**src/rtl/alu8_pkg.sv**
```systemverilog
package alu8_pkg;
  localparam int DW  = 8;
  localparam int NFL = 4;
  localparam int OPW = 4;

  // status bit positions
  localparam int FL_S = 0;
  localparam int FL_C = 1;
  localparam int FL_Z = 2;
  localparam int FL_V = 3;

  typedef enum logic [OPW-1:0] {
    OP_ADD  = 4'd0,
    OP_DADD = 4'd1,
    OP_CMP  = 4'd2,
    OP_AND  = 4'd3,
    OP_OR   = 4'd4,
    OP_XOR  = 4'd5,
    OP_COM  = 4'd6,
    OP_INC  = 4'd7,
    OP_DEC  = 4'd8,
    OP_SHL  = 4'd9,
    OP_SHR  = 4'd10,
    OP_CLR  = 4'd11
  } alu_op_e;

  typedef struct packed {
    logic [DW-1:0] sum;
    logic          c_msb_in;  // carry out of bit DW-2
    logic          c_msb_out; // carry out of bit DW-1
  } add_res_t;

  typedef struct packed {
    logic [7:0] sum;
    logic       cout;
  } bcd_res_t;

  // ripple sum with both top carries exposed
  function automatic add_res_t add_chain(input logic [DW-1:0] x,
                                         input logic [DW-1:0] y,
                                         input logic          ci);
    logic [DW:0] full;
    add_res_t    r;
    full        = {1'b0, x} + {1'b0, y} + {{DW{1'b0}}, ci};
    r.sum       = full[DW-1:0];
    r.c_msb_out = full[DW];
    r.c_msb_in  = x[DW-1] ^ y[DW-1] ^ full[DW-1];
    return r;
  endfunction

  // two-digit packed decimal add with per-nibble correction
  function automatic bcd_res_t bcd_add(input logic [7:0] x, input logic [7:0] y);
    logic [4:0] lo;
    logic [4:0] hi;
    logic       lc;
    logic       hc;
    bcd_res_t   r;
    lo         = {1'b0, x[3:0]} + {1'b0, y[3:0]};
    lc         = lo > 5'd9;
    r.sum[3:0] = lo[3:0] + {1'b0, lc, lc, 1'b0};
    hi         = {1'b0, x[7:4]} + {1'b0, y[7:4]} + {4'b0, lc};
    hc         = hi > 5'd9;
    r.sum[7:4] = hi[3:0] + {1'b0, hc, hc, 1'b0};
    r.cout     = hc;
    return r;
  endfunction
endpackage

```
**src/rtl/alu8_arith.sv**
```systemverilog
module alu8_arith
  import alu8_pkg::*;
(
  input  alu_op_e       op,
  input  logic [DW-1:0] lhs,
  input  logic [DW-1:0] rhs,
  input  logic          cin,
  output logic [DW-1:0] val,
  output logic          carry,
  output logic          ovf,
  output logic          c6,
  output logic          c7
);
  logic [DW-1:0] x_op;
  logic [DW-1:0] y_op;
  logic          ci_op;
  add_res_t      ar;
  bcd_res_t      br;

  always_comb begin
    x_op  = lhs;
    y_op  = rhs;
    ci_op = cin;
    case (op)
      OP_CMP:  begin x_op = rhs; y_op = ~lhs; ci_op = 1'b1; end
      OP_INC:  begin y_op = '0;  ci_op = 1'b1; end
      OP_DEC:  begin y_op = '1;  ci_op = 1'b0; end
      OP_DADD: ci_op = 1'b0;
      default: ;
    endcase
  end

  assign ar = add_chain(x_op, y_op, ci_op);
  assign br = bcd_add(lhs, rhs);
  assign c6 = ar.c_msb_in;
  assign c7 = ar.c_msb_out;

  always_comb begin
    ovf = ar.c_msb_in ^ ar.c_msb_out;
    if (op == OP_DADD) begin
      val   = br.sum;
      carry = br.cout;
    end else begin
      val   = ar.sum;
      carry = ar.c_msb_out;
    end
  end
endmodule

```
**src/rtl/alu8_logic.sv**
```systemverilog
module alu8_logic
  import alu8_pkg::*;
(
  input  alu_op_e       op,
  input  logic [DW-1:0] lhs,
  input  logic [DW-1:0] rhs,
  output logic [DW-1:0] val
);
  always_comb begin
    case (op)
      OP_AND:  val = lhs & rhs;
      OP_OR:   val = lhs | rhs;
      OP_XOR:  val = lhs ^ rhs;
      OP_COM:  val = ~lhs;
      OP_SHL:  val = {lhs[DW-2:0], 1'b0};
      OP_SHR:  val = {1'b0, lhs[DW-1:1]};
      default: val = '0;
    endcase
  end
endmodule

```
**src/rtl/alu8_status_reg.sv**
```systemverilog
module alu8_status_reg
  import alu8_pkg::*;
(
  input  logic           clk,
  input  logic           rst_n,
  input  logic           wr_en,
  input  logic [NFL-1:0] mask,
  input  logic [NFL-1:0] flag_new,
  output logic [NFL-1:0] status_q
);
  logic [NFL-1:0] nxt;

  for (genvar i = 0; i < NFL; i++) begin : g_bit
    assign nxt[i] = (wr_en && mask[i]) ? flag_new[i] : status_q[i];
  end

  always_ff @(posedge clk or negedge rst_n) begin
    if (!rst_n) status_q <= '0;
    else        status_q <= nxt;
  end
endmodule

```
**src/rtl/alu8_flags.sv**
```systemverilog
module alu8_flags
  import alu8_pkg::*;
(
  input  logic        clk,
  input  logic        rst_n,
  input  logic        op_valid,
  input  logic [3:0]  op_sel,
  input  logic [7:0]  lhs,
  input  logic [7:0]  rhs,
  input  logic        carry_in,
  input  logic [3:0]  flag_wr_mask,
  output logic [7:0]  result,
  output logic [3:0]  status
);
  alu_op_e        op;
  logic           is_arith;
  logic           is_logic;
  logic [DW-1:0]  arith_val;
  logic [DW-1:0]  logic_val;
  logic [DW-1:0]  flag_src;
  logic           arith_c;
  logic           arith_v;
  logic           add_c6;  // carry out of bit 6, for the checker
  logic           add_c7;  // carry out of bit 7, for the checker
  logic           flag_wr;
  logic [NFL-1:0] flag_new;

  assign op = alu_op_e'(op_sel);

  always_comb begin
    is_arith = 1'b0;
    is_logic = 1'b0;
    case (op)
      OP_ADD, OP_DADD, OP_CMP, OP_INC, OP_DEC:           is_arith = 1'b1;
      OP_AND, OP_OR, OP_XOR, OP_COM, OP_SHL, OP_SHR, OP_CLR: is_logic = 1'b1;
      default: ;
    endcase
  end

  alu8_arith u_arith (
    .op    (op),
    .lhs   (lhs),
    .rhs   (rhs),
    .cin   (carry_in),
    .val   (arith_val),
    .carry (arith_c),
    .ovf   (arith_v),
    .c6    (add_c6),
    .c7    (add_c7)
  );

  alu8_logic u_logic (
    .op  (op),
    .lhs (lhs),
    .rhs (rhs),
    .val (logic_val)
  );

  assign flag_src = is_arith ? arith_val : logic_val;

  always_comb begin
    if (op == OP_CMP)   result = lhs;
    else if (is_arith)  result = arith_val;
    else                result = logic_val;
  end

  always_comb begin
    flag_new       = '0;
    flag_new[FL_S] = ~flag_src[DW-1];
    flag_new[FL_Z] = (flag_src == '0);
    flag_new[FL_C] = is_arith & arith_c;
    flag_new[FL_V] = is_arith & arith_v;
  end

  assign flag_wr = op_valid & (is_arith | is_logic);

  alu8_status_reg u_status (
    .clk      (clk),
    .rst_n    (rst_n),
    .wr_en    (flag_wr),
    .mask     (flag_wr_mask),
    .flag_new (flag_new),
    .status_q (status)
  );
endmodule

```
**config.mk**
```make
export PLATFORM = sky130hd
export DESIGN_NAME = alu8_flags
export DESIGN_NICKNAME = d
export VERILOG_FILES = /design/src/rtl/alu8_pkg.sv /design/src/rtl/alu8_arith.sv /design/src/rtl/alu8_logic.sv /design/src/rtl/alu8_status_reg.sv /design/src/rtl/alu8_flags.sv
export SDC_FILE = /design/constraint.sdc
export NUM_CORES = 1
export LEC_CHECK = 0
export ABC_AREA = 1
export BUFFER_PORTS_ARGS = -buffer_cell sky130_fd_sc_hd__buf_2
export CAP_MARGIN = 20
export CELL_PAD_IN_SITES_DETAIL_PLACEMENT = 1
export CELL_PAD_IN_SITES_GLOBAL_PLACEMENT = 1
export CORE_AREA = 3 3 76 78
export CTS_CLUSTER_DIAMETER = 150
export DETAILED_ROUTE_END_ITERATION = 10
export DIE_AREA = 0 0 79 81
export PLACE_DENSITY_LB_ADDON = 0.12
export SLEW_MARGIN = 10
export SYNTH_ARGS = -nofsm -noshare
export SYNTH_HDL_FRONTEND = slang
export SYNTH_SLANG_ARGS = --single-unit
export TNS_END_PERCENT = 30
```
**constraint.sdc**
```tcl
create_clock -name clk -period 10.3 [get_ports clk]
set_input_delay 2.06 -clock clk [delete_from_list [all_inputs] [get_ports clk]]
set_output_delay 2.06 -clock clk [all_outputs]
set_load 0.01 [all_outputs]
```
# After elaboration in Yosys (flattened, before gate mapping)
# Index checks and enable logic that the tools add are counted.
[classes]
muxes = 10
n_addsub = 7
n_eq_ne = 11
magnitude_cmp = 2
n_reduce_logical = 10
n_bitwise = 12
[ops]
columns = ["cell", "count"]
rows = [
  ["one-hot mux 8 bit (6 select lines)", 1],
  ["two-way mux 8 bit", 4],
  ["one-hot mux 8 bit (3 select lines)", 1],
  ["== test 4 x 3 -> 1 bit (second input constant)", 4],
  ["== test 4 bit (second input constant)", 4],
  ["adder 4 x 4 -> 5 bit", 2],
  ["greater-than comparator 5 x 4 -> 1 bit (second input constant)", 2],
  ["adder 8 x 8 -> 9 bit", 1],
  ["adder 9 x 1 -> 9 bit", 1],
  ["adder 4 x 3 -> 4 bit", 2],
  ["AND 8 bit", 1],
  ["== test 4 x 2 -> 1 bit (second input constant)", 2],
  ["zero test 8 bit", 1],
  ["NOT 8 bit", 1],
  ["OR 8 bit", 1],
  ["bitwise XOR 8 bit", 1],
  ["OR reduction 7 bit", 1],
  ["adder 5 x 1 -> 5 bit", 1],
  ["OR reduction 5 bit", 1],
  ["== test 4 x 1 -> 1 bit (second input constant)", 1],
  ["logical AND 1 bit", 4],
  ["zero test 4 bit", 1],
  ["OR reduction 2 bit", 2],
  ["AND 1 bit", 3],
  ["other kinds (5)", 9],
]
[totals]
register_bits = 4
output_inout_bits = 12
elab_cells = 56
input_bits = 28

# Depth between registers and ports, before layout
# Gate-level depths: netlist of run 1.
[logic_depth]
depth_word = 8
ltp_mapped = 26
mapped_depth_nobuf = 26

# Cells and area by module
# From an unflattened synthesis of run 1, not the netlist that was laid out.
[hier_totals]
cells_unflattened = 417
hier_area_um2 = 2548.7
[by_module_without_submodules]
columns = ["mod", "seq_area_each_um2", "cells_each", "area_per_inst_um2", "instances"]
rows = [
  ["alu8_arith", 0.0, 193, 1271.2, 1],
  ["alu8_logic", 0.0, 148, 804.5, 1],
  ["alu8_flags", 0.0, 55, 302.8, 1],
  ["alu8_status_reg", 100.1, 21, 170.2, 1],
]

# Worst setup path after synthesis of run 1
# No wires, ideal clock.
[synth_path]
kind = "in2out"
startpoint = "input lhs[1]"
endpoint = "output result[6]"
n_path_buf = 0
arrival_time_ps = 5307
stages = 21
required_ps = 8240
path_slack_ps = 2933
cell_sequence = "inv_1 ha_1 a21o_1 xor2_1 o21ai_0 nand3_1 nand2_1 fa_1 fa_1 nor2_1 nor2_1 o211ai_1 nand2_1 ha_1 inv_1 fa_1 a21oi_1 nand2_1 nand2_1 nand2_1 o21ai_0"
[synth_between]
elab_chain_cells = 8
elab_cells_between_ends = 13
classes_between = "add/sub: 5; order compare: 2; mux: 5; bitwise: 1"
[synth_lines]
columns = ["element", "line", "rtl"]
rows = [
  ["start: declaration", "alu8_flags.sv:8", "input logic [7:0] lhs,"],
  ["adder 4 x 4 -> 5 bit", "alu8_pkg.sv:58", "lo = {1'b0, x[3:0]} + {1'b0, y[3:0]};"],
  ["greater-than comparator 5 x 4 -> 1 bit", "alu8_pkg.sv:59", "lc = lo > 5'd9;"],
  ["adder 5 x 1 -> 5 bit", "alu8_pkg.sv:61", "hi = {1'b0, x[7:4]} + {1'b0, y[7:4]} + {4'b0, lc};"],
  ["greater-than comparator 5 x 4 -> 1 bit", "alu8_pkg.sv:62", "hc = hi > 5'd9;"],
  ["adder 4 x 3 -> 4 bit", "alu8_pkg.sv:63", "r.sum[7:4] = hi[3:0] + {1'b0, hc, hc, 1'b0};"],
  ["two-way mux 8 bit *", "alu8_arith.sv:40", "if (op == OP_DADD) begin"],
  ["two-way mux 8 bit *", "alu8_flags.sv:63", "else if (is_arith) result = arith_val;"],
  ["two-way mux 8 bit *", "alu8_flags.sv:62", "if (op == OP_CMP) result = lhs;"],
  ["end: declaration", "alu8_flags.sv:12", "output logic [7:0] result,"],
]
# Every way passes the cells marked *; elsewhere a longest branch is shown, timed or not.

# Final worst setup path of run 1
# Same ends and word-level chain as after synthesis.

==> impl_metrics.yaml, run 1 <==
yosys:
  synth-seq-cells: 4
  synthCells: 378
  syn-num-nets: 438
  synth_top_cell_by_area: "nand2_1"
  synth_common_cells: "nand2_1 (126), inv_1 (58), nand3_1 (38), nor2_1 (37)"
  ys_top_cells_by_area: "nand2_1 (23%), ha_1 (16%), inv_1 (10%), nand3_1 (9.2%), nor2_1 (6.7%)"
  avgSynthCellArea_sq_um: 5.49
  ys_seq_area_share_pct: 4.82
  synthesis.area_sq_um: 2080
  synth_top_cell_area_share_pct: 22.8
  synth.most_common_cell: "nand2_1"
  synth_enable_flop_cells: 0
  yosys_warnings: 0
  ys.flop_type: "dfrtp_1"
  yosys.cell_types.count: 29
  synth_async_sr_flop_share_pct: 100
critical_path:
  endpoint_kind: "output pin"
  cp.required_ps: 8240
  critPathMaxStageDelay_ps: 420
  cp_slowest_cell: "fa_1"
  cp_max_fo: 6
  startpoint_type: "input port"
  cp_common_cell: "nand2_1"
  crit_chain: "buf_2, inv_1, ha_1, a21o_1, xor2_1, o21ai_0, nand3_1, nand2_1, fa_1, fa_1, nor2_1, nor2_1, o211ai_1, nand2_1, ha_1, inv_1, fa_1, a21oi_1, nand2_1, nand2_1, nand2_1, o21ai_0, buf_2"
  path_class: "in -> out"
  crit_arrival_ps: 5930
clocking:
  clock-sinks: 4
  htree_levels: 1
  ctsResizeCount: 0
  clk_path_buf_depth: 2
  holdBufCountCts: 0
  cts_setup_buffers: 0
  cts_buffers: 3
  clk_latency_ps: 220
  cts_root_buf: "clkbuf_8"
  clk_pin_slew_ps: 30
  cts_tree: "done"
global_route:
  grt_max_degree: 25
  grt_pass1_wl_um: 12200
  overflow: 0
  grt_pass1_vias: 2481
  grtUsageTotal_pct: 24.4
  antenna_found_initial: 0
detailed_routing:
  avgRoutedWirePerCell_um: 15.7
  drcViolationCount: 0
  wl_um: 7610
  first_pass_iters: 4
  via_per_inst: 5.30
  dr_total_vias: 2569
  drtIter0Drc: 96
  ant_nets: 0
sta:
  rsz0062_at_grt: "no"
  finalMaxSlewViolations: 0
  period_needed_ps: 7990
  slew_headroom_pct: 38.7
  tightest_slew_ps: 916
  clock_skew_ps: 0
  final-hold-violation-count: 0
  fin_setup_tns_ps: 0
  setup_viol: 0
  min_period_over_period_pct: 77.6
  fmax_mhz: 125
  hold_ws_ps: 470
die:
  pin_count: 40
  start_util_pct: 40.4
  fp.dieH_um: 81
  coreArea_sq_um: 5140
  die-width_um: 79
  die_area_sq_um: 6400
  core.rowCount: 26
final_layout:
  drive_gt1_share_pct: 13.5
  diodes: 0
  layout.nets: 477
  fin_cells: 485
  syn_to_final_growth_pct: 14.3
  top_register: "u_status.status_q"
  largest_reg_flops: 4
  top_regs: "u_status.status_q x4"
place:
  place_congestion: 0.906
  port-buffer-count: 39
  place_inst: 482
  hpwl_um: 6250
pwr:
  finalPower_uw: 196
  power_leakage_uw: 0.00141
  p_per_area_nw_per_um2: 82.6
  vdd_ir_drop_max_v: 0.0000451
flow_run:
  cap_violations: 0
outcome:
  status: "completed"
hold_path:
  hold_path.class: "reg -> reg"
[worst paths after layout]
kind	start	depth (start not counted)	slack [ps]	to
worst max-delay path	lhs[1]	23	2310	result[6]
worst min-delay path	u_status.status_q[3]	2	470	u_status.status_q[3]
worst max register to register	u_status.status_q[1]	2	9680	u_status.status_q[1]
worst min register to register	u_status.status_q[3]	2	470	u_status.status_q[3]
max in group asynchronous	rst_n	1	8540	u_status.status_q[0]
min in group asynchronous	rst_n	1	1640	u_status.status_q[1]
[critical path: cells and delay by family]
family,cells,cell delay (ps)
xor gates and xnor gates,1,220
AOI/OAI and AO/OA,5,740
buffers and inverters,4,460
and+or+nand+nor,8,670
adders and majority gates,5,1760
[cells in the final DEF (no fill, tap or decap), drive strengths merged]
master	count
nor3	1
a21oi	11
o211ai	1
nand3b	6
a21o	2
a211oi	1
nand3	38
xor2	1
o2111ai	1
a21boi	1
ha	26
buf	39
o221ai	7
nor2	43
clkbuf	3
dfrtp	4
fa	6
o22ai	1
nand4	3
o21ai	28
inv	62
nand2	130
[report_power, final]
part	leakage [uW]	switching (uW)	total [uW]	internal [uW]
combinational	0.00133	91.9	144	51.7
sequential	0.0000526	1.09	19.4	18.3
clock	0.0000216	8.26	33.2	24.9
total	0.00141	101	196	94.9
[metrics by stage]
stage	worst slack, ps	instance area, sq um	util, %
after floorplan	2930	2080	-
after global placement	2500	2330	45.4
after detailed placement	2310	2330	45.4
after CTS	2310	2370	46.2
after global routing	1890	2370	46.2
final	2310	2370	46.2
[cells by family (layout without fill, tap and decap cells)]
family / after synthesis / in the layout / share of synthesized area [%]
compound gates: 53 / 53 / 14.9
xor+xnor: 1 / 1 / 0.422
fa+ha+maj: 32 / 32 / 21.4
buf+inv: 67 / 104 / 12.5
flops: 4 / 4 / 4.82
simple gates: 221 / 221 / 45.9
[final cells by class]
cell class | instances | area (sq um)
flip-flops and latches | 4 | 100
fillers | 784 | 2770
inverters | 62 | 233
repair buffers | 39 | 195
clock buffers | 3 | 41.3
well taps | 70 | 87.6
multi-input cells | 307 | 1720
[routing by layer]
layer	up-vias	wire length [um]	global-route usage, %
met4	0	47	3.44
met2	69	3500	43.2
met1	1201	3630	33.1
met3	6	434	2.11
li1	1293	-	-
met5	-	0	0
(Power assumes the default switching activity.)
==> inputs of run 2 (changes only) <==
--- a/config.mk
+++ b/config.mk
@@ -5,15 +5,15 @@
 export SDC_FILE = /design/constraint.sdc
 export NUM_CORES = 1
 export LEC_CHECK = 0
-export ABC_AREA = 1
+export ABC_AREA = 0
 export BUFFER_PORTS_ARGS = -buffer_cell sky130_fd_sc_hd__buf_2
 export CAP_MARGIN = 20
 export CELL_PAD_IN_SITES_DETAIL_PLACEMENT = 1
 export CELL_PAD_IN_SITES_GLOBAL_PLACEMENT = 1
-export CORE_AREA = 3 3 76 78
+export CORE_AREA = 3 3 79 81
 export CTS_CLUSTER_DIAMETER = 150
 export DETAILED_ROUTE_END_ITERATION = 10
-export DIE_AREA = 0 0 79 81
+export DIE_AREA = 0 0 82 84
 export PLACE_DENSITY_LB_ADDON = 0.12
 export SLEW_MARGIN = 10
 export SYNTH_ARGS = -nofsm -noshare
==> constraint.sdc (replaced) <==
create_clock -name clk -period 8.2 [get_ports clk]
set_input_delay 1.64 -clock clk [delete_from_list [all_inputs] [get_ports clk]]
set_output_delay 1.64 -clock clk [all_outputs]
set_load 0.01 [all_outputs]
==> run 2 against run 1 <==
Critical path depth fell by 1. Wire length up 19%. Largest cell class unchanged. Highest routed layer unchanged. Design area grew 12%. Hold slack improved by 16 ps. Global-route usage grew 1.9 points. Synthesized cell count down 11%. Register-to-register slack got worse by 2100 ps. Clock-buffer cell count did not move. Synthesized area is 13% higher. Non-clock buffer count rose by 12. First-iteration DRC count rose by 70%. Critical path type unchanged. Critical endpoint is now result[7].
==> impl_metrics.yaml, run 2 <==
critical_path:
  critPathMaxStageDelay_ps: 420
  startpoint_type: "input port"
  crit_arrival_ps: 6190
  cp_slowest_cell: "fa_1"
  crit_chain: "buf_2, inv_1, ha_1, or3_1, o21ai_0, nand3_1, o21ai_0, nor2b_2, inv_1, fa_1, fa_1, xnor2_1, nor2b_1, o21ai_1, ha_1, inv_1, fa_1, xnor3_1, a21oi_1, o21a_1, mux2_2, buf_2"
  path_class: "in -> out"
  cp_max_fo: 8
  endpoint_kind: "output pin"
  cp.required_ps: 6560
  path_buf_inv: 5
  crit_family: "adder cells"
final_layout:
  largest_reg_flops: 4
  top_regs: "u_status.status_q x4"
  diodes: 0
  final_cell_mix: "buf_2 (39), nand2_1 (34), inv_1 (29), a21oi_1 (29)"
  drive_gt1_share_pct: 18.2
  layout.nets: 435
  syn_to_final_growth_pct: 13.9
  fin_util_pct: 48.2
  top_register: "u_status.status_q"
  final_common_cell: "buf_2"
yosys:
  synth_async_sr_flop_share_pct: 100
  syn-num-nets: 398
  synth.most_common_cell: "nand2_1"
  synth_common_cells: "nand2_1 (34), a21oi_1 (30), inv_1 (29), o21ai_0 (28)"
  synthesis.area_sq_um: 2340
  ys_seq_area_share_pct: 4.27
  synth_top_cell_by_area: "ha_1"
  yosys.cell_types.count: 65
  ys_top_cells_by_area: "ha_1 (14%), a21oi_1 (6.4%), o21ai_0 (6.0%), nand2_1 (5.4%), fa_1 (5.1%)"
  ys.flop_type: "dfrtp_1"
  yosys_warnings: 0
  synthCells: 338
  synth_top_cell_area_share_pct: 13.9
  avgSynthCellArea_sq_um: 6.93
  synth_enable_flop_cells: 0
  synth-seq-cells: 4
die:
  fp.dieH_um: 84
  die-width_um: 82
  core.rowCount: 27
  start_util_pct: 42.3
  pin_count: 40
  die_area_sq_um: 6890
  coreArea_sq_um: 5540
sta:
  fmax_mhz: 128
  min_period_over_period_pct: 95.5
  final-hold-violation-count: 0
  tightest_slew_ps: 978
  clock_skew_ps: 0
  setup_viol: 0
  slew_headroom_pct: 34.4
  finalWorstSetupSlack_ps: 366
  finalMaxSlewViolations: 0
  hold_ws_ps: 485
  period_needed_ps: 7830
detailed_routing:
  wl_um: 9050
  first_pass_iters: 4
  via_per_inst: 6.18
  ant_nets: 0
  avgRoutedWirePerCell_um: 20.3
  dr_total_vias: 2749
  drcViolationCount: 0
  drtIter0Drc: 163
place:
  dpl_worst_slack_ps: 133
  hpwl_um: 7180
  place_congestion: 0.998
  port-buffer-count: 39
clocking:
  htree_levels: 1
  cts_tree: "done"
  clock-sinks: 4
  clk_latency_ps: 220
  cts_root_buf: "clkbuf_8"
  clk_pin_slew_ps: 30
  cts_buffers: 3
  clk_path_buf_depth: 2
global_route:
  overflow: 0
  grt_pass1_vias: 2705
  antenna_found_initial: 0
  grtUsageTotal_pct: 26.4
  grt_max_degree: 30
  grt_pass1_wl_um: 14100
pwr:
  vdd_ir_drop_max_v: 0.0000800
  p_per_area_nw_per_um2: 108
  power_leakage_uw: 0.00128
  finalPower_uw: 288
hold_path:
  hold_path.class: "reg -> reg"
flow_run:
  cap_violations: 0
outcome:
  status: "completed"
run 2: worst paths after layout:
path / start / to / slack [ps] / cells past startpoint
setup reg to reg: u_status.status_q[1] / u_status.status_q[1] / 7540 / 2
hold / removal: u_status.status_q[1] / u_status.status_q[1] / 490 / 2
setup / recovery: lhs[1] / result[7] / 370 / 22
max in group asynchronous: rst_n / u_status.status_q[1] / 6850 / 1
min in group asynchronous: rst_n / u_status.status_q[0] / 1230 / 1
hold reg to reg: u_status.status_q[1] / u_status.status_q[1] / 490 / 2
run 2: metrics by stage:
step / std cells / TNS, ps / cell area (sq um)
5_1_grt: 445 / -13.4 / 2670
3_5_place_dp: 441 / 0 / 2610
4_1_cts: 444 / 0 / 2660
3_3_place_gp: 441 / 0 / 2610
6_report: 445 / 0 / 2670
2_1_floorplan: 338 / 0 / 2340
run 2: power breakdown:
part           internal [uW]  switching [uW]
sequential              23.2            1.76
combinational           91.9             130
clock                   31.3            10.3
total                    146             142
run 2: repair_timing:
item,CTS,global route
endpoints found under the setup margin,0,2
hold buffers,0,0
gates resized for setup,0,4
setup buffers,0,1
run 2: worst reg2reg max path, stage by stage, from the launching register on:
cell and delay, ps:
dfrtp_1 370, nand2_1 60, o41ai_1 70
run 2: cell type report:
class                           instances  area (sq um)
Tap cell                               72          90.1
Sequential cell                         4           100
Inverter                               30           113
Timing Repair Buffer                   51           285
Fill cell                             749          2870
Clock buffer                            3          41.3
Multi-Input combinational cell        285          2040
run 2: cell families after synthesis:
family          Yosys count  synth area share, %
compound gates          123                 34.8
mux                       8                 3.58
fa+ha+maj                32                 19.0
flops                     4                 4.27
simple gates            113                 25.4
buf+inv                  49                 8.92
xor+xnor                  9                 3.95
run 2: per-layer routing:
layer | part of all wire (%) | vias to the layer above | track usage [%]
met2 | 44 | 89 | 39.8
li1 | - | 1313 | -
met4 | 2.0 | 0 | 6.19
met3 | 7.2 | 14 | 2.70
met1 | 46 | 1333 | 39.5
met5 | 0 | - | 0
==> inputs of run 3 (changes only) <==
--- a/config.mk
+++ b/config.mk
@@ -5,15 +5,14 @@
 export SDC_FILE = /design/constraint.sdc
 export NUM_CORES = 1
 export LEC_CHECK = 0
-export ABC_AREA = 0
 export BUFFER_PORTS_ARGS = -buffer_cell sky130_fd_sc_hd__buf_2
 export CAP_MARGIN = 20
 export CELL_PAD_IN_SITES_DETAIL_PLACEMENT = 1
 export CELL_PAD_IN_SITES_GLOBAL_PLACEMENT = 1
-export CORE_AREA = 3 3 79 81
+export CORE_AREA = 3 3 87 89
 export CTS_CLUSTER_DIAMETER = 150
 export DETAILED_ROUTE_END_ITERATION = 10
-export DIE_AREA = 0 0 82 84
+export DIE_AREA = 0 0 90 92
 export PLACE_DENSITY_LB_ADDON = 0.12
 export SLEW_MARGIN = 10
 export SYNTH_ARGS = -nofsm -noshare
==> run 3 against run 2 <==
Non-clock buffer count fell by 2. Sequential cell count is the same. Wire length up 2.0%. Global-route usage down 4.5 points. Via count down 1.6%. Sequential power about the same. Utilization shrank 8.9 points.
==> impl_metrics.yaml, run 3 (same netlist as run 2, synthesis figures left out) <==
sta:
  finalMaxSlewViolations: 0
  tightest_slew_ps: 1100
  hold_ws_ps: 470
  final-hold-violation-count: 0
  period_needed_ps: 7880
  clock_skew_ps: 0
  min_period_over_period_pct: 96.1
  fmax_mhz: 127
  setup_viol: 0
  fin_setup_tns_ps: 0
  slew_headroom_pct: 26.3
clocking:
  clock-sinks: 4
  clk_pin_slew_ps: 30
  htree_levels: 1
  clk_latency_ps: 220
  clk_path_buf_depth: 2
  holdBufCountCts: 0
  cts_root_buf: "clkbuf_8"
  cts_buffers: 3
  cts_tree: "done"
detailed_routing:
  wl_um: 9230
  drtIter0Drc: 217
  via_per_inst: 5.79
  dr_total_vias: 2705
  avgRoutedWirePerCell_um: 19.8
  ant_nets: 0
  first_pass_iters: 4
  drcViolationCount: 0
die:
  start_util_pct: 34.3
  fp.dieH_um: 92
  pin_count: 40
  die_area_sq_um: 8280
  die-width_um: 90
  coreArea_sq_um: 6830
  core.rowCount: 30
pwr:
  power_leakage_uw: 0.00126
  finalPower_uw: 288
  p_per_area_nw_per_um2: 108
  vdd_ir_drop_max_v: 0.0000386
final_layout:
  largest_reg_flops: 4
  top_regs: "u_status.status_q x4"
  final_common_cell: "buf_2"
  final_cell_mix: "buf_2 (39), nand2_1 (34), a21oi_1 (30)"
  drive_gt1_share_pct: 17.5
  top_register: "u_status.status_q"
  diodes: 0
  layout.nets: 433
  syn_to_final_growth_pct: 14.4
flow_run:
  cap_violations: 0
global_route:
  grtUsageTotal_pct: 21.9
  busiest_layer: "met2"
  overflow: 0
  met2_usage_pct: 35.7
  grt_pass1_wl_um: 14700
  antenna_found_initial: 0
  use_met3_pct: 1.72
  grt_pass1_vias: 2679
  grt_max_degree: 30
  globalRouteMet1Util_pct: 32.5
outcome:
  status: "completed"
place:
  hpwl_um: 7280
  place_congestion: 0.932
  port-buffer-count: 39
hold_path:
  hold_path.class: "reg -> reg"
critical_path:
  path_class: "in -> out"
  endpoint_kind: "output pin"
  cp.required_ps: 6560
  crit_arrival_ps: 6240
  cp_slowest_cell: "fa_1"
  cp_max_fo: 8
  path_buf_inv: 5
  crit_chain: "buf_2, inv_1, ha_1, or3_1, o21ai_0, nand3_1, o21ai_0, nor2b_2, inv_1, fa_1, fa_1, xnor2_1, nor2b_1, o21ai_1, ha_1, inv_1, fa_1, xnor3_1, a21oi_1, o21a_1, mux2_2, buf_2"
  startpoint_type: "input port"
  crit_family: "adder cells"
  critPathMaxStageDelay_ps: 420
==> run 3: cell types whose count changed in the layout (fill, tap and decap cells not counted) <==
cell	delta
buf_4	-2
a21oi_1	+1
a21oi_2	-1
==> run 3: per-layer routing <==
layer  vias up  share of wire [%]
met1      1306                 47
met2        82                 46
met5         -                  0
met4         0               0.80
li1       1311                  -
met3         6                6.4
==> run 3: layout make-up <==
class / instances / area (sq um)
multi-input combinational: 285 / 2040
inverter: 30 / 113
timing repair buffer: 49 / 270
fill: 913 / 4150
tap: 96 / 120
clock buffer: 3 / 41.3
sequential: 4 / 100
==> run 3: stage by stage <==
stage,util [%],cells,instance area [sq um],worst slack [ps]
finish,39.2,467,2680,317
global route,39.2,467,2680,-18.1
CTS,39.1,466,2670,104
detailed placement,38.5,463,2630,112
global placement,38.5,463,2630,308
floorplan,-,338,2340,870
==> run 3: path summary, 6_finish.rpt <==
kind / slack, ps / from / depth (start not counted) / endpoint
setup / recovery: 320 / lhs[1] / 22 / result[7]
hold / removal: 470 / u_status.status_q[1] / 2 / u_status.status_q[1]
setup reg to reg: 7550 / u_status.status_q[1] / 2 / u_status.status_q[1]
hold reg to reg: 470 / u_status.status_q[1] / 2 / u_status.status_q[1]
max in group asynchronous: 6850 / rst_n / 1 / u_status.status_q[3]
min in group asynchronous: 1230 / rst_n / 1 / u_status.status_q[1]
==> run 3: repair_timing <==
| item | in CTS | in global routing |
|---|---|---|
| setup buffers | 0 | 1 |
| endpoints found under the setup margin | 0 | 2 |
| resized for setup | 0 | 3 |
==> run 3: power by group <==
part	total (uW)	internal [uW]	switching [uW]
registers	24.9	23.2	1.67
clock network	41.3	31.3	10.1
logic	222	91.3	131
total	288	146	143
==> run 3: worst register-to-register path, stage by stage (launching register included) <==
cell,delay [ps]
dfrtp_1,360
nand2_1,60
o41ai_1,60
